**src/rtl/addsub_pkg.sv**
```systemverilog
package addsub_pkg;

  typedef enum logic [1:0] {
    OP_ADD  = 2'd0,
    OP_ADDC = 2'd1,
    OP_SUB  = 2'd2,
    OP_SUBC = 2'd3
  } arith_op_e;

  typedef struct packed {
    logic neg;
    logic zero;
    logic carry;
    logic ovf;
  } cond_flags_t;

  function automatic logic op_is_sub(input arith_op_e op);
    return (op == OP_SUB) || (op == OP_SUBC);
  endfunction

  function automatic logic op_uses_cin(input arith_op_e op);
    return (op == OP_ADDC) || (op == OP_SUBC);
  endfunction

endpackage

```
**src/rtl/addsub_datapath.sv**
```systemverilog
module addsub_datapath
  import addsub_pkg::*;
#(
  parameter int WIDTH = 32
) (
  input  logic [WIDTH-1:0] op_a,
  input  logic [WIDTH-1:0] op_b,
  input  arith_op_e        op,
  input  logic             carry_in,
  output logic [WIDTH-1:0] sum
);

  logic [WIDTH-1:0] b_eff;
  logic             cin_eff;

  always_comb begin
    b_eff = op_is_sub(op) ? ~op_b : op_b;
    if (op_uses_cin(op)) begin
      cin_eff = carry_in;
    end else begin
      cin_eff = op_is_sub(op);
    end
    sum = op_a + b_eff + {{(WIDTH-1){1'b0}}, cin_eff};
  end

endmodule

```
**src/rtl/addsub_flag_logic.sv**
```systemverilog
module addsub_flag_logic
  import addsub_pkg::*;
#(
  parameter int WIDTH = 32
) (
  input  logic [WIDTH-1:0] op_a,
  input  logic [WIDTH-1:0] op_b,
  input  logic [WIDTH-1:0] sum,
  input  arith_op_e        op,
  input  logic             carry_in,
  output cond_flags_t      flags_nxt
);

  localparam int MSB = WIDTH - 1;

  logic             sum_below_a;
  logic             sum_eq_a;
  logic             a_above_b;
  logic             a_eq_b;
  logic [WIDTH-1:0] sign_mix;

  always_comb begin
    sum_below_a = (sum < op_a);
    sum_eq_a    = (sum == op_a);
    a_above_b   = (op_a > op_b);
    a_eq_b      = (op_a == op_b);

    flags_nxt.neg  = sum[MSB];
    flags_nxt.zero = ~|sum;

    unique case (op)
      OP_ADD:  flags_nxt.carry = sum_below_a;
      OP_ADDC: flags_nxt.carry = sum_below_a | (sum_eq_a & carry_in);
      OP_SUB:  flags_nxt.carry = a_above_b | a_eq_b;
      default: flags_nxt.carry = a_above_b | (a_eq_b & carry_in);
    endcase

    if (op_is_sub(op)) begin
      sign_mix = (sum ^ op_a) & (op_a ^ op_b);
    end else begin
      sign_mix = (sum ^ op_a) & ~(op_a ^ op_b);
    end
    flags_nxt.ovf = sign_mix[MSB];
  end

endmodule

```
**src/rtl/addsub_flag_reg.sv**
```systemverilog
module addsub_flag_reg
  import addsub_pkg::*;
(
  input  logic        clk,
  input  logic        rst_n,
  input  logic        load_en,
  input  cond_flags_t flags_nxt,
  output cond_flags_t flags_q
);

  cond_flags_t flags_d;

  always_comb begin
    flags_d = flags_q;
    if (load_en) begin
      flags_d = flags_nxt;
    end
  end

  always_ff @(posedge clk or negedge rst_n) begin
    if (!rst_n) begin
      flags_q <= '0;
    end else begin
      flags_q <= flags_d;
    end
  end

endmodule

```
**src/rtl/addsub_flags_alu.sv**
```systemverilog
module addsub_flags_alu
  import addsub_pkg::*;
#(
  parameter int WIDTH = 32
) (
  input  logic             clk,
  input  logic             rst_n,
  input  logic [WIDTH-1:0] op_a,
  input  logic [WIDTH-1:0] op_b,
  input  logic [1:0]       op_sel,
  input  logic             carry_in,
  input  logic             set_flags,
  output logic [WIDTH-1:0] result,
  output logic [3:0]       flags
);

  arith_op_e   op;
  cond_flags_t flags_nxt;
  cond_flags_t flags_q;

  assign op = arith_op_e'(op_sel);

  addsub_datapath #(.WIDTH(WIDTH)) u_datapath (
    .op_a     (op_a),
    .op_b     (op_b),
    .op       (op),
    .carry_in (carry_in),
    .sum      (result)
  );

  addsub_flag_logic #(.WIDTH(WIDTH)) u_flag_logic (
    .op_a      (op_a),
    .op_b      (op_b),
    .sum       (result),
    .op        (op),
    .carry_in  (carry_in),
    .flags_nxt (flags_nxt)
  );

  addsub_flag_reg u_flag_reg (
    .clk       (clk),
    .rst_n     (rst_n),
    .load_en   (set_flags),
    .flags_nxt (flags_nxt),
    .flags_q   (flags_q)
  );

  assign flags = flags_q;

endmodule

```
**config.mk**
```make
export PLATFORM = sky130hd
export DESIGN_NAME = addsub_flags_alu
export DESIGN_NICKNAME = d
export VERILOG_FILES = /design/src/rtl/addsub_pkg.sv /design/src/rtl/addsub_datapath.sv /design/src/rtl/addsub_flag_logic.sv /design/src/rtl/addsub_flag_reg.sv /design/src/rtl/addsub_flags_alu.sv
export SDC_FILE = /design/constraint.sdc
export NUM_CORES = 1
export LEC_CHECK = 0
export BUFFER_PORTS_ARGS = -buffer_cell sky130_fd_sc_hd__buf_2
export CAP_MARGIN = 20
export CORE_AREA = 5 5 93 95
export CTS_BUF_LIST = sky130_fd_sc_hd__clkbuf_8
export DETAILED_ROUTE_END_ITERATION = 16
export DIE_AREA = 0 0 98 100
export GPL_ROUTABILITY_DRIVEN = 0
export GPL_TIMING_DRIVEN = 0
export PLACE_DENSITY = 0.78
export SLEW_MARGIN = 20
export SYNTH_ARGS = -nofsm -noshare
export SYNTH_HDL_FRONTEND = slang
export SYNTH_SLANG_ARGS = --single-unit
export TNS_END_PERCENT = 1
```
**constraint.sdc**
```tcl
create_clock -name clk -period 6.39 [get_ports clk]
set_clock_uncertainty 0.2 [all_clocks]
set_input_delay 0.9585 -clock clk [delete_from_list [all_inputs] [get_ports clk]]
set_output_delay 0.9585 -clock clk [all_outputs]
set_load 0.02 [all_outputs]
```
==> metrics.md <==
| Metric | Value |
|---|---|
| Type of origin of the critical path | primary input |
| Main combinational cell family by area after synthesis | adder cells |
| I/O pin total | 106 |
| Critical Path Max Stage Delay | 0.46 ns |
| Critical path type | primary input to register |
| Share of layout cells above drive strength 1 | 19.8% |
| IO Port Bufs | 104 |
| Initial Util | 53.5% |
| Post-synth top area share | 28.8% |
| Largest register by flop count | u_flag_reg.flags_q |
| Via count | 4466 |
| RSZ-0062 raised after global routing | no |
| Cell Chain, Critical Path | clkbuf_1 -> buf_2 -> xor2_1 -> fa_1 -> a211oi_1 -> o211ai_1 -> a41oi_2 -> a21oi_2 -> or3_1 -> nand4_1 -> ha_1 -> a21o_1 -> a21o_1 -> a21o_1 -> a21o_1 -> a21o_1 -> a21oi_1 -> o221ai_1 -> a211oi_1 -> mux2_2 |
| Worst Hold Path EP | u_flag_reg.flags_q[0] |
| Slew HR | ~50% |
| Diode count | 0 |
| Syn Area/Cell | 7.39 sq um |
| Leading area contributor after synthesis | ha_1 |
| Flip-flop count of the largest register after layout | 4 |
| Fill count | 742 |
| DRT iter0 DRCs | 208 |
| Post-Synth Simple-Gate Area | 18.0% |
| Max Transition Viols Final | 0 |
| Detailed Place HPWL | 10500 um |
| Drt wl/cell | 15.6 um |
| Total number of yosys warnings | 0 |
| Crit path arrival time | 5.97 ns |
| Root Driver | clkbuf_8 |
| Hold Crit Depth | 1 |
| Synth top area cells | ha_1, xor2_1, inv_1 |
| # rows | 32 |
| GR Util All Layers | between 20 and 25% |
| Die span in x | just under 100 um |
| Hold/Removal Path Class | register to register |
| CTS Hold Bufs | 0 |
| Largest net degree at the start of global routing | 11 |
| Reg2reg start | u_flag_reg.flags_q[1] |
| Post-synth EDFFs | 0 |
| Peak VDD IR | 0.000134 V |
| Area Growth Syn to Fin | 17.0% |
| Netlist cell types | 57 |
| Status | completed |
| Setup ws final | ~0.37 ns |
| Worst setup EP type | register |
| Synth Instances | about 550 |
| Worst-Skew Late Latency | between 0.2 and 0.25 ns |
| Async SR Flop Fraction | 100% |
| Slowest-stage cell, CP | fa_1 |
| Slew @ Worst Pin | 0.748 ns |
| CTS tree | built |
| Longest Clk Path Bufs | 2 |
| Reg-to-reg critical path endpoint | u_flag_reg.flags_q[1] |
| DRC errors left | 0 |
| Final period utilization | 94.2% |
| Clock Pin Slew Worst Setup and Hold Paths | approximately 0.03 ns |
| Vias in the first global route | 4321 |
| Vias/cell | 5.86 |
| Final Util | 62.5% |
| Final global-route overflow total | 0 |
| Crit path max fanout | 10 |
| Placeable Area | 7650 sq um |
| Final setup violating endpoints | 0 |
| Max Clk Rate | 0.166 GHz |
| Reg2Reg Setup Slack | 5.45 ns |
| Leakage | 2.64 nW |
| Most Frequent Cell on Critical Path | a21o_1 |
| Mux contribution to synthesized area | 0.826% |
| Length in cells of the worst reg-to-reg path | 1 |
| Die Ht | 100 um |
| Compound-gate portion of the synthesized area | between 20 and 30% |
| # H-tree levels | 1 |
| Antenna viol nets, final | 0 |
| Full die area | a little under 10000 sq um |
| Power Dens Cells | 191 nW/um^2 |
| Largest registers | u_flag_reg.flags_q (4) |
| Min cycle time layout | 6.02 ns |
| XOR/XNOR Fraction of Synth Area | 11.6% |
| First-pass GRT wire length | 19300 um |
| Most frequent cells in the layout | buf_2, ha_1, inv_1 |
| Final wirelength | 11900 um |
| Max Cap Viol | 0 |
| Post-synthesis sequential area ratio | 2.45% |
| Ys flop type | dfrtp_1 |
| Hold Path Origin | u_flag_reg.flags_q[0] |
| CTS Buf Count | 3 |
| Clock sinks | 4 |
| Initial antenna violation count | 0 |
| Hold Fails Final Rpt | 0 |
| Pre-CTS setup slack | -0.214 ns |
| Commonest non-fill, non-tap cell in the layout | buf_2 |
| DR pass1 iterations | 5 |
| Syn_nets | 719 |
| WP data required | 6.34 ns |
| Post-synthesis adder-cell area fraction | 29.7% |
| Synth Register Bits | 4 |
| Nets@finish | 828 |
| Post-synthesis cell area | 4090 sq um |
metal layers:
metal  GRT usage, %  part of all wire, %
met1           29.2                   43
met2           40.4                   47
met3           4.45                  8.0
met4           6.28                  1.8
met5              0                    0
how the worst max path moves through the flow:
| stage | startpoint | slack (ns) | to |
|---|---|---|---|
| 3_3_place_gp | op_sel[1] | -0.09 | u_flag_reg.flags_q[1] |
| 6_report | op_sel[1] | 0.37 | u_flag_reg.flags_q[1] |
| 3_5_place_dp | op_sel[1] | -0.21 | u_flag_reg.flags_q[1] |
| 2_1_floorplan | op_sel[1] | 0.22 | u_flag_reg.flags_q[1] |
| 5_1_grt | op_sel[1] | 0.01 | u_flag_reg.flags_q[1] |
| 4_1_cts | op_sel[1] | 0.17 | u_flag_reg.flags_q[1] |
cells in the mapped netlist (5+ instances only):
master     n
o21bai_1   5
and3_1     9
clkbuf_1  10
a21o_1    37
xor2_1    37
nand4_1   19
nor3_1    14
a21oi_1   45
nor2_1    21
nor4_1     5
ha_1      94
inv_1     80
nand3_1   11
a31oi_1    8
o21ai_0   18
o211ai_1   7
a211oi_1   8
nand2_1   28
nand2b_1   6
xnor2_1   17
power by group:
| part | leakage, nW | switching, W | internal (W) |
|---|---|---|---|
| Combinational | 2.57 | 0.000508 | 0.000319 |
| Sequential | 0.0499 | 0.00000265 | 0.0000316 |
| Clock | 0.0216 | 0.0000125 | 0.0000401 |
| Total | 2.64 | 0.000523 | 0.000390 |
through the flow:
stage	cells	hold slack [ns]	TNS [ns]	area, sq um	total power [W]
2_1_floorplan	553	0.398	0	4090	0.000613
3_3_place_gp	759	0.287	-0.0937	4740	0.000825
3_5_place_dp	759	0.300	-0.214	4740	0.000851
4_1_cts	762	0.309	0	4780	0.000909
5_1_grt	762	0.335	0	4780	0.00101
6_report	762	0.305	0	4780	0.000913
cell type report:
type                       instances  area, sq um  area share, %
tap                              102          128           2.67
multi-input combinational        455         3630           75.8
sequential                         4          100           2.09
timing repair buffer             104          520           10.9
buffer                            14         66.3           1.39
clock buffer                       3         41.3          0.863
inverter                          80          300           6.28
worst max-delay path, delay by kind of cell:
kind / cells / cell delay [ns]
compound gates: 12 / 2.70
simple gates: 2 / 0.53
buf+inv: 2 / 0.70
mux: 1 / 0.20
xor+xnor: 1 / 0.15
fa+ha+maj: 2 / 0.74
cell families after synthesis:
logic type	after synthesis
AND/OR/NAND/NOR	138
multiplexers	3
XOR/XNOR	54
buffers and inverters	94
adder cells (fa/ha/maj)	96
flip-flops	4
AO/OA/AOI/OAI	164
what timing repair did:
action                                  in CTS  in global routing
endpoints found under the setup margin       1                  1
setup buffers                                0                  0
gates resized for setup                      1                  7
Power figures use the tool's default switching activity.
